$ cat src/rtl/ss_pkg.sv
package ss_pkg;

   typedef enum logic [1:0] {
      SS_IDLE = 2'd0,
      SS_WAIT = 2'd1,
      SS_RAMP = 2'd2,
      SS_HOLD = 2'd3
   } ss_state_e;

   function automatic int ss_max4(input int a, input int b, input int c, input int d);
      int m;
      m = a;
      if (b > m) m = b;
      if (c > m) m = c;
      if (d > m) m = d;
      return m;
   endfunction

endpackage

$ cat src/rtl/ss_tick_div.sv
// Modulo tick counter: pulses wrap on the advance that completes a period.
module ss_tick_div #(
   parameter int CNT_W = 8
) (
   input  logic             clk,
   input  logic             rst_n,
   input  logic             clr,
   input  logic             adv,
   input  logic [CNT_W-1:0] last,
   output logic             wrap
);

   logic [CNT_W-1:0] cnt_q;

   assign wrap = adv && !clr && (cnt_q == last);

   always_ff @(posedge clk or negedge rst_n) begin
      if (!rst_n) begin
         cnt_q <= '0;
      end else if (clr || wrap) begin
         cnt_q <= '0;
      end else if (adv) begin
         cnt_q <= cnt_q + 1'b1;
      end
   end

endmodule

$ cat src/rtl/ss_ref_step.sv
// Next staircase value with clamp at the target code.
module ss_ref_step #(
   parameter int REF_W       = 8,
   parameter int COARSE_STEP = 2,
   parameter int FINE_STEP   = 1
) (
   input  logic [REF_W-1:0] cur,
   input  logic [REF_W-1:0] target,
   input  logic             coarse,
   output logic [REF_W-1:0] nxt,
   output logic             hit
);

   localparam int SUM_W = REF_W + 1;

   logic [SUM_W-1:0] inc;
   logic [SUM_W-1:0] sum;

   generate
      if (COARSE_STEP == FINE_STEP) begin : g_one_step
         assign inc = SUM_W'(COARSE_STEP);
      end else begin : g_two_step
         assign inc = coarse ? SUM_W'(COARSE_STEP) : SUM_W'(FINE_STEP);
      end
   endgenerate

   always_comb begin
      sum = {1'b0, cur} + inc;
      if (sum >= {1'b0, target}) begin
         nxt = target;
         hit = 1'b1;
      end else begin
         nxt = sum[REF_W-1:0];
         hit = 1'b0;
      end
   end

endmodule

$ cat src/rtl/soft_start_seq.sv
module soft_start_seq #(
   parameter int REF_W         = 8,
   parameter int DELAY_TICKS   = 64,
   parameter int COARSE_TICKS  = 640,
   parameter int COARSE_PERIOD = 32,
   parameter int COARSE_STEP   = 2,
   parameter int FINE_PERIOD   = 16,
   parameter int FINE_STEP     = 1,
   parameter int OFS_INIT      = 8,
   parameter int OFS_PERIOD    = 80,
   localparam int OFS_W        = $clog2(OFS_INIT + 1)
) (
   input  logic             clk,
   input  logic             rst_n,
   input  logic             tick,
   input  logic             en_ok,
   input  logic [REF_W-1:0] target,
   input  logic [REF_W-1:0] fb_code,
   output logic [REF_W-1:0] ref_code,
   output logic [OFS_W-1:0] ofs_code,
   output logic             drv_en,
   output logic             ss_done
);

   import ss_pkg::*;

   localparam int DIV_MAX = ss_max4(DELAY_TICKS, COARSE_PERIOD, FINE_PERIOD, OFS_PERIOD);
   localparam int DIV_W   = $clog2(DIV_MAX + 1);
   localparam int RC_W    = $clog2(COARSE_TICKS + 1);

   initial begin : g_param_chk
      if (REF_W < 2 || DELAY_TICKS < 1 || COARSE_PERIOD < 1 || FINE_PERIOD < 1 || OFS_PERIOD < 1)
         $fatal(1, "soft_start_seq: width or period too small");
      if (COARSE_TICKS % COARSE_PERIOD != 0)
         $fatal(1, "soft_start_seq: coarse phase must hold whole steps");
      if (COARSE_STEP * FINE_PERIOD != FINE_STEP * COARSE_PERIOD)
         $fatal(1, "soft_start_seq: coarse and fine slopes differ");
      if (OFS_INIT * OFS_PERIOD != COARSE_TICKS)
         $fatal(1, "soft_start_seq: offset must decay over the coarse phase");
   end

   ss_state_e        state_q;
   logic [REF_W-1:0] ref_q;
   logic [OFS_W-1:0] ofs_q;
   logic [RC_W-1:0]  rcnt_q;
   logic             drv_lat_q;

   logic in_wait, in_ramp, in_hold, running;
   logic coarse;
   logic dly_wrap, step_wrap, ofs_wrap;
   logic [REF_W-1:0] ref_nxt;
   logic ref_hit;
   logic [DIV_W-1:0] step_last;

   assign in_wait = (state_q == SS_WAIT);
   assign in_ramp = (state_q == SS_RAMP);
   assign in_hold = (state_q == SS_HOLD);
   assign running = in_ramp || in_hold;
   assign coarse  = (rcnt_q < RC_W'(COARSE_TICKS));

   generate
      if (COARSE_PERIOD == FINE_PERIOD) begin : g_same_period
         assign step_last = DIV_W'(COARSE_PERIOD - 1);
      end else begin : g_split_period
         assign step_last = coarse ? DIV_W'(COARSE_PERIOD - 1) : DIV_W'(FINE_PERIOD - 1);
      end
   endgenerate

   ss_tick_div #(.CNT_W(DIV_W)) u_dly_div (
      .clk   (clk),
      .rst_n (rst_n),
      .clr   (!en_ok || !in_wait),
      .adv   (tick && in_wait),
      .last  (DIV_W'(DELAY_TICKS - 1)),
      .wrap  (dly_wrap)
   );

   ss_tick_div #(.CNT_W(DIV_W)) u_step_div (
      .clk   (clk),
      .rst_n (rst_n),
      .clr   (!en_ok || !in_ramp),
      .adv   (tick && in_ramp),
      .last  (step_last),
      .wrap  (step_wrap)
   );

   ss_tick_div #(.CNT_W(DIV_W)) u_ofs_div (
      .clk   (clk),
      .rst_n (rst_n),
      .clr   (!en_ok || !running),
      .adv   (tick && running && (ofs_q != '0)),
      .last  (DIV_W'(OFS_PERIOD - 1)),
      .wrap  (ofs_wrap)
   );

   ss_ref_step #(
      .REF_W       (REF_W),
      .COARSE_STEP (COARSE_STEP),
      .FINE_STEP   (FINE_STEP)
   ) u_step (
      .cur    (ref_q),
      .target (target),
      .coarse (coarse),
      .nxt    (ref_nxt),
      .hit    (ref_hit)
   );

   // Driver gate: combinational rise on the first qualifying cycle, then latched.
   assign drv_en = in_hold || drv_lat_q || (in_ramp && (ref_q >= fb_code));

   always_ff @(posedge clk or negedge rst_n) begin
      if (!rst_n) begin
         state_q   <= SS_IDLE;
         ref_q     <= '0;
         ofs_q     <= OFS_W'(OFS_INIT);
         rcnt_q    <= '0;
         drv_lat_q <= 1'b0;
      end else if (!en_ok) begin
         state_q   <= SS_IDLE;
         ref_q     <= '0;
         ofs_q     <= OFS_W'(OFS_INIT);
         rcnt_q    <= '0;
         drv_lat_q <= 1'b0;
      end else begin
         drv_lat_q <= running ? drv_en : 1'b0;
         if (ofs_wrap) begin
            ofs_q <= ofs_q - 1'b1;
         end
         case (state_q)
            SS_IDLE: begin
               state_q <= SS_WAIT;
            end
            SS_WAIT: begin
               if (dly_wrap) begin
                  state_q <= (target == '0) ? SS_HOLD : SS_RAMP;
               end
            end
            SS_RAMP: begin
               if (tick && coarse) begin
                  rcnt_q <= rcnt_q + 1'b1;
               end
               if (step_wrap) begin
                  ref_q <= ref_nxt;
                  if (ref_hit) begin
                     state_q <= SS_HOLD;
                  end
               end
            end
            default: begin
               state_q <= SS_HOLD;
            end
         endcase
      end
   end

   assign ref_code = ref_q;
   assign ofs_code = ofs_q;
   assign ss_done  = in_hold;

endmodule

$ cat config.mk
export PLATFORM = sky130hd
export DESIGN_NAME = soft_start_seq
export DESIGN_NICKNAME = d
export VERILOG_FILES = /design/src/rtl/ss_pkg.sv /design/src/rtl/ss_tick_div.sv /design/src/rtl/ss_ref_step.sv /design/src/rtl/soft_start_seq.sv
export SDC_FILE = /design/constraint.sdc
export NUM_CORES = 1
export LEC_CHECK = 0
export BUFFER_PORTS_ARGS = -buffer_cell sky130_fd_sc_hd__buf_2
export CORE_ASPECT_RATIO = 0.7
export CORE_MARGIN = 2
export CORE_UTILIZATION = 53
export CTS_CLUSTER_DIAMETER = 50
export CTS_CLUSTER_SIZE = 10
export DETAILED_ROUTE_END_ITERATION = 8
export PLACE_DENSITY = 0.73
export SLEW_MARGIN = 20
export SYNTH_ARGS = -nofsm -noshare
export SYNTH_HDL_FRONTEND = slang
export SYNTH_SLANG_ARGS = --single-unit
$ cat constraint.sdc
create_clock -name clk -period 3.4 [get_ports clk]
set_input_delay 0.34 -clock clk [delete_from_list [all_inputs] [get_ports clk]]
set_output_delay 0.34 -clock clk [all_outputs]
set_load 0.02 [all_outputs]
==> qor.yml <==
outcome: "complete, no violations"
clock-sinks: 46
r2r_slack_ns: 0.24
crit_family: "adder cells"
port_buffers: 33
core_mm2: 0.00531
cap_violations: 0
drcViolationCount: 0
cpPeakStageDelay_ns: 0.42
antenna_found_initial: 0
yosys_warnings: 0
grtUsageMet2: 0.332
syn_area_mm2: 0.00297
overflow: 0
synth_cell_types: 57
synth.top_cell.area_share: 0.379
avgRoutedWirePerCell_um: 15.2
globalplace.congestion: 0.892
ys_seq_elements: 46
tns_ns: 0
startpoint_type: "register"
clk_pin_slew_ns: 0.08
syn_nets: 358
die_y_um: 66.7
clock_path_buffers: 2
drive_gt1_frac: 0.172
ir_drop_mv: 0.201
vias_per_cell: 5.69
cts.htree.levels: 2
p_leak_nw: 1.59
grt_usage: 0.227
post_dp_cell_area_mm2: 0.00321
drt_iter0_markers: 147
clk_latency_ns: 0.29
ant_nets: 0
area_delta_synth_final_pct: 13.0
min_path_type: "in -> async"
slew_headroom: 0.531
synth-edff-count: 0
maxSlewViolCount: 0
met3_usage: 0.0464
synth_flop_cell: "dfrtp_1"
die-area_mm2: 0.00624
cts_buffers: 5
die_w_um: 93.5
required_ns: 3.60
synthTopCellsByArea: "dfrtp_1, ha_1, xnor2_1"
worst_ep_arrival_time_ns: 3.36
grt_pass1_wl_um: 11100
cts_hold_buffers: 0
postRouteWirelength_um: 6380
endpoint_kind: "register"
place_hpwl_um: 4660
path_cells: "o21ai_2 > inv_1 > ha_1 > fa_1 > and3_1 > nand3_1 > xnor2_1 > ha_1 > a21oi_1 > a21boi_0 > a311oi_2 > buf_4 > nand4_1 > o311ai_2"
grt_max_degree: 47
start_util: 0.560
synth_top_area_cell: "dfrtp_1"
crit_type: "reg -> reg"
n_antenna_cell: 0
cts_tree: "done"
crit_top_cell: "ha_1"
final_hold_viol_count: 0
crit_fanout: 8
rows: 22
via_count: 2394
final_area_mm2: 0.00336
layout.nets: 393
grt_busiest_layer: "met1"
setup_violations: 0
grt_pass1_vias: 2324
syn_area_per_cell_um2: 9.50
p_per_area_mw_per_mm2: 358
fin_worst_skew_ns: 0.00246
io_pins: 34
first_pass_iters: 4
async_reset_ff_frac: 1.00
rsz0062_at_grt: "false"
grtUsageMet1: 0.339
slowest_stage: "dfrtp_1"
tightest_slew_ns: 0.703
cp_num_buf_inv: 2
yosysSeqAreaShare: 0.387
max_freq_ghz: 0.317
syn_inst: 313
min_period_over_period: 0.928
min_period_ns: 3.16
root_buffer: "clkbuf_8"
report_power, final:
part / total (W) / internal (W) / switching [W]
Combinational: 0.000130 / 0.0000520 / 0.0000784
Sequential: 0.000577 / 0.000557 / 0.0000205
Clock: 0.000496 / 0.000313 / 0.000183
Total: 0.00120 / 0.000922 / 0.000282
per-layer routing:
| layer | vias to the layer above | share of wire |
|---|---|---|
| met5 | - | 0 |
| met4 | 0 | 0.014 |
| met3 | 12 | 0.050 |
| met2 | 62 | 0.44 |
| met1 | 1132 | 0.50 |
| li1 | 1188 | - |
state kept, by name (all words and copies together), names as in the netlist:
| name | cells |
|---|---|
| drv_lat_q | 1 |
| ofs_code | 4 |
| rcnt_q | 10 |
| ref_code | 8 |
| state_q | 2 |
| u_dly_div.cnt_q | 7 |
| u_ofs_div.cnt_q | 7 |
| u_step_div.cnt_q | 7 |
through the flow:
stage | cells | hold WS [ns] | setup WS [ns] | total power, W | util
after floorplan | 313 | 0.0444 | 0.0338 | 0.000667 | -
after global placement | 413 | 0.497 | 0.348 | 0.000715 | 0.605
after detailed placement | 413 | 0.502 | 0.195 | 0.000718 | 0.605
after CTS | 421 | 0.257 | 0.166 | 0.00121 | 0.632
after global routing | 421 | 0.0866 | 0.0153 | 0.00126 | 0.633
final | 421 | 0.0358 | 0.243 | 0.00120 | 0.633
synthesized netlist by cell type (8+ instances only):
library cell and count:
ha_1 24, nand2_1 17, nand4_1 17, a21oi_1 13
xor2_1 13, nor2_1 21, o21ai_0 8, xnor2_1 15
inv_1 21, dfrtp_1 45, and2_1 13, nand3_1 17
nor3_1 11
logic make-up after synthesis:
family                     count (synthesis)  share of synthesized area
and+or+nand+nor                          134                      0.257
AOI/OAI and AO/OA                         48                      0.117
DFF                                       46                      0.387
buffers and inverters                     31                     0.0459
xor gates and xnor gates                  28                     0.0825
adders and majority gates                 25                      0.108
muxes                                      1                    0.00337
repair_timing:
action,4_1_cts,5_1_grt
resized for setup,0,2
endpoints found under the setup margin,0,9
buffers inserted,0,0
endpoints found under the hold margin,0,0
worst paths after layout:
check / from / cells past startpoint / endpoint
setup / recovery: rcnt_q[8] / 14 / ref_code[7]
hold / removal: rst_n / 1 / rcnt_q[6]
setup reg to reg: rcnt_q[8] / 14 / ref_code[7]
hold reg to reg: u_dly_div.cnt_q[6] / 2 / u_dly_div.cnt_q[6]
max in group asynchronous: rst_n / 1 / u_step_div.cnt_q[3]
min in group clk: target[1] / 3 / ref_code[1]
placed cells by master, fill, tap and decap left out, types with 2 or more instances in the layout:
master	instances
bufinv_16	2
xnor2_1	15
and4_1	2
nand3b_1	3
nor4_1	2
dfrtp_1	45
nor2b_1	5
nor3b_1	2
nand2_1	17
inv_1	21
nor3_1	11
a21oi_1	13
nand3_2	5
buf_2	32
o311ai_1	5
clkbuf_8	6
ha_1	24
nand2b_1	4
o21a_1	2
a21o_1	3
nand4_1	17
xor2_1	13
o21ai_0	8
o211ai_1	2
and2_1	12
nand3_1	17
or3_1	2
and3_1	5
nor2_1	21
buf_4	6
area by class of cell:
type,count,area [um^2]
multi-input combinational,236,1690
tap,72,90.1
clock buffer,6,82.6
inverter,21,78.8
timing repair buffer,38,205
sequential,46,1150
clock inverter,2,60.1
fill,440,1950
(Power assumes the default switching activity.)
